**src/rtl/pmu_pkg.sv**
```systemverilog
package pmu_pkg;
  localparam int ADDR_W = 8;
  localparam int DATA_W = 32;
  localparam int STB_W  = 4;
  localparam int LVL_W  = 2;

  localparam logic [ADDR_W-1:0] A_CTRL  = 8'h00;
  localparam logic [ADDR_W-1:0] A_CNTEN = 8'h01;
  localparam logic [ADDR_W-1:0] A_INTEN = 8'h02;
  localparam logic [ADDR_W-1:0] A_OVF   = 8'h03;
  localparam logic [ADDR_W-1:0] A_SWINC = 8'h04;
  localparam logic [ADDR_W-1:0] A_USREN = 8'h05;
  localparam logic [ADDR_W-1:0] A_CYCLO = 8'h06;
  localparam logic [ADDR_W-1:0] A_CYCHI = 8'h07;
  localparam logic [ADDR_W-1:0] A_TYPE0 = 8'h20;
  localparam logic [ADDR_W-1:0] A_CNT0  = 8'h40;

  localparam logic [DATA_W-1:0] TYPE_KEEP = 32'hC800_FFFF;

  localparam logic [15:0] EV_SWINC   = 16'h0000;
  localparam logic [15:0] EV_REFILL  = 16'h0003;
  localparam logic [15:0] EV_ACCESS  = 16'h0004;
  localparam logic [15:0] EV_MISPRED = 16'h0010;
  localparam logic [15:0] EV_CYCLES  = 16'h0011;
  localparam logic [15:0] EV_PRED    = 16'h0012;

  localparam int T_NO_L1 = 31;
  localparam int T_NO_L0 = 30;
  localparam int T_L2    = 27;

  // filter decision for one privilege level
  function automatic logic level_ok(input logic [DATA_W-1:0] t, input logic [LVL_W-1:0] lvl);
    case (lvl)
      2'd0:    return !t[T_NO_L0];
      2'd1:    return !t[T_NO_L1];
      2'd2:    return t[T_L2];
      default: return 1'b0;
    endcase
  endfunction

  // one-cycle hit for a counter programmed with type t
  function automatic logic event_hit(input logic [DATA_W-1:0] t, input logic [STB_W-1:0] stb,
                                     input logic [LVL_W-1:0] lvl, input logic sw);
    logic sel;
    case (t[15:0])
      EV_REFILL:  sel = stb[0];
      EV_ACCESS:  sel = stb[1];
      EV_MISPRED: sel = stb[2];
      EV_PRED:    sel = stb[3];
      EV_CYCLES:  sel = 1'b1;
      default:    sel = 1'b0;
    endcase
    if (t[15:0] == EV_SWINC) return sw;
    return sel & level_ok(t, lvl);
  endfunction
endpackage

```
**src/rtl/pmu_evt_counter.sv**
```systemverilog
module pmu_evt_counter
  import pmu_pkg::*;
#(
  parameter int CNT_W = 32
) (
  input  logic                clk,
  input  logic                rst,
  input  logic                en_i,
  input  logic [DATA_W-1:0]   type_i,
  input  logic [STB_W-1:0]    stb_i,
  input  logic [LVL_W-1:0]    lvl_i,
  input  logic                sw_i,
  input  logic                clr_i,
  input  logic                wr_i,
  input  logic [CNT_W-1:0]    wdata_i,
  output logic [CNT_W-1:0]    val_o,
  output logic                wrap_o
);
  logic [CNT_W-1:0] val_q;
  logic             bump;

  assign bump   = en_i & event_hit(type_i, stb_i, lvl_i, sw_i);
  assign wrap_o = bump & ~clr_i & ~wr_i & (&val_q);
  assign val_o  = val_q;

  // clear beats a write, a write beats an increment
  always_ff @(posedge clk) begin
    if (rst)        val_q <= '0;
    else if (clr_i) val_q <= '0;
    else if (wr_i)  val_q <= wdata_i;
    else if (bump)  val_q <= val_q + 1'b1;
  end


  cnt_hold_chk: assert property (@(posedge clk) disable iff (rst)
    (!en_i && !clr_i && !wr_i) |=> $stable(val_q));


  cnt_clr_chk: assert property (@(posedge clk) disable iff (rst)
    clr_i |=> (val_q == '0));
endmodule

```
**src/rtl/pmu_cyc_counter.sv**
```systemverilog
module pmu_cyc_counter
  import pmu_pkg::*;
#(
  parameter int CYC_W = 64,
  parameter int PRE_W = 6
) (
  input  logic               clk,
  input  logic               rst,
  input  logic               en_i,
  input  logic               div_i,
  input  logic               long_i,
  input  logic               clr_i,
  input  logic               wr_lo_i,
  input  logic               wr_hi_i,
  input  logic [DATA_W-1:0]  wdata_i,
  output logic [CYC_W-1:0]   val_o,
  output logic               wrap_o
);
  localparam int HALF = CYC_W / 2;

  logic [CYC_W-1:0] val_q;
  logic [PRE_W-1:0] pre_q;
  logic             tick;
  logic             any_wr;

  assign tick   = en_i & (~div_i | (&pre_q));
  assign any_wr = wr_lo_i | wr_hi_i;
  assign wrap_o = tick & ~clr_i & ~any_wr & (long_i ? (&val_q) : (&val_q[HALF-1:0]));
  assign val_o  = val_q;

  always_ff @(posedge clk) begin
    if (rst || clr_i) pre_q <= '0;
    else if (en_i)    pre_q <= pre_q + 1'b1;
  end

  always_ff @(posedge clk) begin
    if (rst || clr_i) begin
      val_q <= '0;
    end else if (any_wr) begin
      if (wr_lo_i) val_q[HALF-1:0]     <= wdata_i[HALF-1:0];
      if (wr_hi_i) val_q[CYC_W-1:HALF] <= wdata_i[HALF-1:0];
    end else if (tick) begin
      val_q <= val_q + 1'b1;
    end
  end


  div_hold_chk: assert property (@(posedge clk) disable iff (rst)
    (en_i && div_i && !(&pre_q) && !clr_i && !any_wr) |=> $stable(val_q));
endmodule

```
**src/rtl/pmu_regbus.sv**
```systemverilog
module pmu_regbus
  import pmu_pkg::*;
#(
  parameter int NUM_EVT = 6
) (
  input  logic                           clk,
  input  logic                           rst,
  input  logic                           bus_en_i,
  input  logic                           bus_we_i,
  input  logic [ADDR_W-1:0]              bus_addr_i,
  input  logic [DATA_W-1:0]              bus_wdata_i,
  input  logic [LVL_W-1:0]               bus_lvl_i,
  input  logic [NUM_EVT-1:0][DATA_W-1:0] evt_val_i,
  input  logic [2*DATA_W-1:0]            cyc_val_i,
  input  logic [DATA_W-1:0]              ovf_set_i,
  output logic [6:0]                     ctrl_o,
  output logic [DATA_W-1:0]              cnten_o,
  output logic [NUM_EVT-1:0][DATA_W-1:0] type_o,
  output logic                           evt_clr_o,
  output logic                           cyc_clr_o,
  output logic [NUM_EVT-1:0]             evt_wr_o,
  output logic                           cyc_wr_lo_o,
  output logic                           cyc_wr_hi_o,
  output logic [NUM_EVT-1:0]             swinc_o,
  output logic [DATA_W-1:0]              rdata_o,
  output logic                           err_o,
  output logic                           irq_o
);
  localparam logic [DATA_W-1:0] IMPL      = 32'h8000_0000 | ((32'h1 << NUM_EVT) - 32'h1);
  localparam logic [6:0]        CTRL_KEEP = 7'b111_1001;
  localparam logic [4:0]        N_FIELD   = 5'(NUM_EVT);

  logic [6:0]                     ctrl_q;
  logic [DATA_W-1:0]              cnten_q, inten_q, ovf_q, rdata_q, rd_mux, ovf_clr;
  logic [3:0]                     usren_q;
  logic [NUM_EVT-1:0][DATA_W-1:0] type_q;
  logic                           err_q, irq_q;
  logic                           is_cnt, is_cyc, is_sw, allow, wr_ok, rd_ok;

  always_comb begin
    is_cnt = 1'b0;
    for (int i = 0; i < NUM_EVT; i++)
      if (bus_addr_i == A_CNT0 + ADDR_W'(i)) is_cnt = 1'b1;
  end

  assign is_cyc = (bus_addr_i == A_CYCLO) || (bus_addr_i == A_CYCHI);
  assign is_sw  = (bus_addr_i == A_SWINC);
  assign allow  = (bus_lvl_i != 2'd0) || usren_q[0]
                || (bus_we_i && is_sw && usren_q[1])
                || (!bus_we_i && is_cyc && usren_q[2])
                || (!bus_we_i && is_cnt && usren_q[3]);
  assign wr_ok  = bus_en_i & bus_we_i & allow;
  assign rd_ok  = bus_en_i & ~bus_we_i & allow;

  assign evt_clr_o   = wr_ok && (bus_addr_i == A_CTRL) && bus_wdata_i[1];
  assign cyc_clr_o   = wr_ok && (bus_addr_i == A_CTRL) && bus_wdata_i[2];
  assign cyc_wr_lo_o = wr_ok && (bus_addr_i == A_CYCLO);
  assign cyc_wr_hi_o = wr_ok && (bus_addr_i == A_CYCHI);
  assign swinc_o     = (wr_ok && is_sw) ? bus_wdata_i[NUM_EVT-1:0] : '0;
  assign ovf_clr     = (wr_ok && (bus_addr_i == A_OVF)) ? bus_wdata_i : '0;

  always_comb begin
    for (int i = 0; i < NUM_EVT; i++)
      evt_wr_o[i] = wr_ok && (bus_addr_i == A_CNT0 + ADDR_W'(i));
  end

  always_comb begin
    rd_mux = '0;
    case (bus_addr_i)
      A_CTRL:  rd_mux = {16'h0, N_FIELD, 4'h0, ctrl_q};
      A_CNTEN: rd_mux = cnten_q;
      A_INTEN: rd_mux = inten_q;
      A_OVF:   rd_mux = ovf_q;
      A_USREN: rd_mux = {28'h0, usren_q};
      A_CYCLO: rd_mux = cyc_val_i[DATA_W-1:0];
      A_CYCHI: rd_mux = cyc_val_i[2*DATA_W-1:DATA_W];
      default: rd_mux = '0;
    endcase
    for (int i = 0; i < NUM_EVT; i++) begin
      if (bus_addr_i == A_TYPE0 + ADDR_W'(i)) rd_mux = type_q[i];
      if (bus_addr_i == A_CNT0 + ADDR_W'(i))  rd_mux = evt_val_i[i];
    end
  end

  always_ff @(posedge clk) begin
    if (rst) begin
      ctrl_q  <= '0;
      cnten_q <= '0;
      inten_q <= '0;
      ovf_q   <= '0;
      usren_q <= '0;
      type_q  <= '0;
      rdata_q <= '0;
      err_q   <= 1'b0;
      irq_q   <= 1'b0;
    end else begin
      err_q   <= bus_en_i & ~allow;
      irq_q   <= |(ovf_q & inten_q);
      ovf_q   <= (ovf_q & ~ovf_clr) | (ovf_set_i & IMPL);
      rdata_q <= rd_ok ? rd_mux : '0;
      if (wr_ok) begin
        case (bus_addr_i)
          A_CTRL:  ctrl_q  <= bus_wdata_i[6:0] & CTRL_KEEP;
          A_CNTEN: cnten_q <= bus_wdata_i & IMPL;
          A_INTEN: inten_q <= bus_wdata_i & IMPL;
          A_USREN: usren_q <= bus_wdata_i[3:0];
          default: ;
        endcase
      end
      for (int i = 0; i < NUM_EVT; i++)
        if (wr_ok && (bus_addr_i == A_TYPE0 + ADDR_W'(i)))
          type_q[i] <= bus_wdata_i & TYPE_KEEP;
    end
  end

  assign ctrl_o  = ctrl_q;
  assign cnten_o = cnten_q;
  assign type_o  = type_q;
  assign rdata_o = rdata_q;
  assign err_o   = err_q;
  assign irq_o   = irq_q;


  deny_zero_chk: assert property (@(posedge clk) disable iff (rst)
    err_q |-> (rdata_q == '0));


  ovf_set_chk: assert property (@(posedge clk) disable iff (rst)
    ((ovf_set_i & IMPL) != '0) |=> ((ovf_q & $past(ovf_set_i & IMPL)) == $past(ovf_set_i & IMPL)));
endmodule

```
**src/rtl/pmu_core.sv**
```systemverilog
module pmu_core
  import pmu_pkg::*;
#(
  parameter int NUM_EVT = 6
) (
  input  logic              clk,
  input  logic              rst,
  input  logic              bus_en_i,
  input  logic              bus_we_i,
  input  logic [7:0]        bus_addr_i,
  input  logic [31:0]       bus_wdata_i,
  input  logic [1:0]        bus_lvl_i,
  input  logic [3:0]        evt_stb_i,
  input  logic [1:0]        evt_lvl_i,
  output logic [31:0]       rdata_o,
  output logic              err_o,
  output logic              irq_o
);
  localparam int CYC_BIT = DATA_W - 1;

  logic [6:0]                     ctrl;
  logic [DATA_W-1:0]              cnten, ovf_set;
  logic [NUM_EVT-1:0][DATA_W-1:0] types, evt_val;
  logic [NUM_EVT-1:0]             evt_wr, swinc, evt_wrap;
  logic                           evt_clr, cyc_clr, cyc_wr_lo, cyc_wr_hi, cyc_wrap;
  logic [2*DATA_W-1:0]            cyc_val;

  pmu_regbus #(.NUM_EVT(NUM_EVT)) regs_i (
    .clk(clk), .rst(rst),
    .bus_en_i(bus_en_i), .bus_we_i(bus_we_i), .bus_addr_i(bus_addr_i),
    .bus_wdata_i(bus_wdata_i), .bus_lvl_i(bus_lvl_i),
    .evt_val_i(evt_val), .cyc_val_i(cyc_val), .ovf_set_i(ovf_set),
    .ctrl_o(ctrl), .cnten_o(cnten), .type_o(types),
    .evt_clr_o(evt_clr), .cyc_clr_o(cyc_clr), .evt_wr_o(evt_wr),
    .cyc_wr_lo_o(cyc_wr_lo), .cyc_wr_hi_o(cyc_wr_hi), .swinc_o(swinc),
    .rdata_o(rdata_o), .err_o(err_o), .irq_o(irq_o)
  );

  for (genvar g = 0; g < NUM_EVT; g++) begin : g_evt
    pmu_evt_counter #(.CNT_W(DATA_W)) cnt_i (
      .clk(clk), .rst(rst),
      .en_i(ctrl[0] & cnten[g]),
      .type_i(types[g]), .stb_i(evt_stb_i), .lvl_i(evt_lvl_i), .sw_i(swinc[g]),
      .clr_i(evt_clr), .wr_i(evt_wr[g]), .wdata_i(bus_wdata_i),
      .val_o(evt_val[g]), .wrap_o(evt_wrap[g])
    );
  end

  pmu_cyc_counter #(.CYC_W(2*DATA_W), .PRE_W(6)) cyc_i (
    .clk(clk), .rst(rst),
    .en_i(ctrl[0] & cnten[CYC_BIT]), .div_i(ctrl[3]), .long_i(ctrl[6]),
    .clr_i(cyc_clr), .wr_lo_i(cyc_wr_lo), .wr_hi_i(cyc_wr_hi), .wdata_i(bus_wdata_i),
    .val_o(cyc_val), .wrap_o(cyc_wrap)
  );

  always_comb begin
    ovf_set                = '0;
    ovf_set[NUM_EVT-1:0]   = evt_wrap;
    ovf_set[CYC_BIT]       = cyc_wrap;
  end
endmodule

```
**config.mk**
```make
export PLATFORM = sky130hd
export DESIGN_NAME = pmu_core
export DESIGN_NICKNAME = d
export VERILOG_FILES = /design/src/rtl/pmu_pkg.sv /design/src/rtl/pmu_evt_counter.sv /design/src/rtl/pmu_cyc_counter.sv /design/src/rtl/pmu_regbus.sv /design/src/rtl/pmu_core.sv
export SDC_FILE = /design/constraint.sdc
export NUM_CORES = 1
export LEC_CHECK = 0
export BUFFER_PORTS_ARGS = -buffer_cell sky130_fd_sc_hd__buf_2
export CORE_AREA = 2 2 210 315
export DETAILED_ROUTE_END_ITERATION = 6
export DIE_AREA = 0 0 212 317
export GPL_TIMING_DRIVEN = 0
export HOLD_SLACK_MARGIN = 0.06
export PLACE_DENSITY = 0.57
export SLEW_MARGIN = 25
export SYNTH_ARGS = -nofsm -noshare
export SYNTH_HDL_FRONTEND = slang
export SYNTH_SLANG_ARGS = --single-unit
```
**constraint.sdc**
```tcl
create_clock -name clk -period 2.8 [get_ports clk]
set_input_delay 0.28 -clock clk [delete_from_list [all_inputs] [get_ports clk]]
set_output_delay 0.28 -clock clk [all_outputs]
set_load 0.05 [all_outputs]
```
==> results by stage <==
Timing:
- The relative slew slack is 19.68%.
- The final-report max-slew violation count is 0.
- The hold violation count in the final report is 0.
- The post-route clock period utilization is 102.4%.
- The minimum period implied by the final worst setup slack is 2.868 ns.
- For the final database, setup skew stands at 0.01913 ns.
- The smallest setup slack after layout is -0.06755 ns.
- Timing would allow up to 0.3487 GHz.
- The final hold slack is 0.08501 ns.
- At the pin with the least slew margin, the transition time is 1.205 ns.
- Setup violations remaining at the end of the flow were counted as 4.
- Setup repair after global routing could not meet its margin everywhere.

Synth:
- The cell count after synthesis is 3,356.
- The count of unique library cells instantiated by Yosys is 83.
- Yosys instantiated no cell more often than nand2_1.
- The average footprint of a synthesized cell is 7.593 sq um.
- The flip-flop and latch count after synthesis is 465.
- The number of nets in the synthesized netlist is 3,416.
- The most used flip-flop cell after synthesis is dfxtp_1.
- The warning count from the yosys run is 0.
- The synthesized netlist occupies a cell area of 0.02548 sq mm.
- Yosys attributes the largest share of cell area to dfxtp_1 (37%), a21oi_1 (8.1%), nand2_1 (6.9%), o21ai_0 (6.3%), xnor2_1 (3.8%).
- The register area share after synthesis is 36.53%.
- The count of flip-flops with a built-in enable after synthesis is 0.
- The top cell type by area accounts for 36.53% of the synthesized area.
- dfxtp_1 takes more of the synthesized area than any other cell.
- Sorting the synthesized cells by how often they occur yields nand2_1 (466), dfxtp_1 (465), a21oi_1 (412), o21ai_0 (319), clkbuf_1 (242).
- After synthesis, the share of flip-flops with an asynchronous set or reset is 0%.

Cells and area:
- Once layout is complete, the utilization of the core stands at 47.27%.
- The multi-input combinational cell area is 0.01601 sq mm.
- The share of cells above drive strength 1 is 15.07%.
- The synthesis-to-layout area growth is 19.33%.
- The filler-free cell count of the finished design is 4,442.
- The net total in the final layout is 3,588.
- The filler cells instantiated in the layout total 6,704.
- The storage element area is 0.009359 sq mm.

Status:
- The flow ran to the end, but the final reports show violations.
- The final reports fail on DRC, setup timing.

Drt:
- In the final routed layout, each cell accounts on average for 32.80 microns.
- The number of iterations in the first detailed-routing pass is 7.
- The total wirelength of the detailed-routed design is 145.7 mm.
- The post-route antenna net violation count is 0.
- The first routing iteration left 3,966 violations.
- The remaining design rule violation count is 11.
- In the routed layout, each cell is associated on average with a via count of 6.615.
- The number of vias after detailed routing is 29,380.

Clock network:
- The number of buffers added by the clock tree synthesis step is 50.
- The number of buffers between clock root and the deepest sink is 3.
- The clock reaches the later pin of the worst-skew pair after 0.64 ns.
- The sink count of the clock tree is 465.
- TritonCTS built the clock tree.
- The clock tree synthesis step divided the H-tree into 2 levels.
- The clock transition time at the flip-flop clock pins of the worst setup and hold paths is 0.07 ns.
- The clock root buffer is clkbuf_16.

Power and ir drop:
- The power per unit of standard cell area is 493.2 mW/mm^2.
- VDD sags by at most 461.9 uV.
- The leakage power of the design is 9.576 nW.

Global route:
- Entering global routing, the biggest net connects 14 pins.
- The first-pass GRT wire length is 202.3 mm.
- The total overflow reported by the global router is 0.
- The number of global-route vias before repair came to 27,060.
- The initial antenna violation count is 4.
- The global-route usage over all layers is 42.59%.

Floorplanning:
- The die boundary height is 317 microns.
- The floorplan step defined a die boundary enclosing 0.06720 sq mm.
- In this run the standard cell core region covers 0.06433 sq mm.
- The x dimension of the die is 212 microns.
- Once the floorplan was initialized, standard cells occupied 39.61% of the core.
- The number of standard-cell rows in the floorplan is 114.
- For this design the top-level I/O count stands at 86.

Worst hold path:
- The worst hold path belongs to the class in2reg.

Place:
- Once detailed placement completed, the half-perimeter wirelength came to 108.9 mm.
- Including well taps, the total number of placed cells is 4,309.
- Input and output buffers added on the ports amount to 74.
- The final weighted congestion in routability-driven placement is 1.057.

Setup path:
- For the worst setup path, the data required time is 3.36 ns.
- The largest fanout of any net on the critical path is 10.
- The type of element capturing the critical path is a flop.
- Data on the critical path arrives at its endpoint at 3.43 ns.
- The kind of critical path is reg2reg.
- STA classifies the critical path startpoint as a flop.

Run:
- The tool flagged a number of max-cap violations equal to 0.
where the power goes:
| part | total [W] | switching (W) | internal (W) |
|---|---|---|---|
| clock network | 0.00747 | 0.00316 | 0.00431 |
| logic | 0.000908 | 0.000740 | 0.000169 |
| registers | 0.00662 | 0.00000673 | 0.00661 |
stage by stage:
stage	cell area [sq um]	setup WS (ns)	power [W]	setup TNS [ns]
after floorplan	25590	-0.01959	0.007096	-0.3106
after global placement	27050	-2.949	0.007573	-907.34
after detailed placement	27230	-2.088	0.007582	-590.42
after CTS	29850	0.002947	0.01493	0
after global routing	30400	-0.04015	0.01518	-0.2443
final	30410	-0.06755	0.01500	-0.1093
cell usage in the layout, fill, tap and decap left out, types with 44 or more instances in the layout:
cell	synthesis	routed
nand2_1	466	456
dfxtp_1	465	435
a21oi_1	412	407
o21ai_0	319	313
nor2_1	196	177
clkbuf_1	242	147
xnor2_1	111	111
nand3_1	105	103
buf_2	8	94
a22oi_1	87	86
nor3_1	86	69
clkbuf_2	0	68
nand4_1	60	60
a31oi_1	60	56
clkbuf_16	0	50
buf_4	0	47
xor2_1	45	44
registers in the layout, indices dropped and copies added, names as in the netlist:
register,flops
regs_i.irq_o,1
regs_i.rdata_o,32
regs_i.type_o,114
cyc_i.pre_q,6
regs_i.inten_q,7
cyc_i.val_o,64
g_evt.cnt_i.val_o,192
regs_i.err_o,1
regs_i.ctrl_o,5
regs_i.cnten_o,7
regs_i.ovf_q,32
regs_i.usren_q,4
final timing paths:
kind                           from                to  slack [ns]  cells past startpoint
setup / recovery  regs_i.usren_q[0]   regs_i.ovf_q[3]       -0.07                      8
hold / removal             bus_en_i      regs_i.err_o        0.09                      3
setup reg to reg  regs_i.usren_q[0]   regs_i.ovf_q[3]       -0.07                      8
hold reg to reg    regs_i.ovf_q[20]  regs_i.ovf_q[20]        0.45                      2
worst max-delay path: stages (launching register included):
cell and delay (ns):
dfxtp_2 0.39, o311ai_4 0.29, buf_4 0.25, o41a_1 0.39, clkbuf_4 0.47, nor2_1 0.15, nor2_1 0.13, nand4_1 0.42
a21oi_1 0.27
routing by layer:
layer,global-route usage (%),part of all wire (%),vias to the layer above
li1,-,-,12690
met1,50.13,35,14100
met2,64.94,43,1991
met3,8.256,9.9,600
met4,40.11,12,4
met5,0,0.019,-
what timing repair did:
item	in CTS	in global routing
cloned	0	0
buffers inserted	25	23
endpoints found under the hold margin	3	0
gates resized for setup	189	138
endpoints found under the setup margin	453	210
pin swaps	20	22
hold buffers	3	0
layout make-up:
| cell class | count | share of cell area [%] |
|---|---|---|
| multi-input cells | 2594 | 52.65 |
| flip-flops and latches | 465 | 30.78 |
| inverters | 32 | 0.3950 |
| plain buffers | 250 | 3.843 |
| well taps | 870 | 3.580 |
| repair buffers | 135 | 2.868 |
| diodes | 2 | 0.01646 |
| clock inverters | 24 | 1.045 |
| clock buffers | 70 | 4.823 |
cell families (layout without fill, tap and decap cells):
logic type,Yosys count,count (layout),synth area share [%]
and+or+nand+nor,1242,1242,24.26
AOI/OAI and AO/OA,1133,1133,26.75
DFF,465,465,36.53
buffers and inverters,297,511,4.444
xor gates and xnor gates,156,156,5.362
muxes,55,55,2.259
adders and majority gates,8,8,0.3928
other,0,2,0
(Power assumes the default switching activity.)
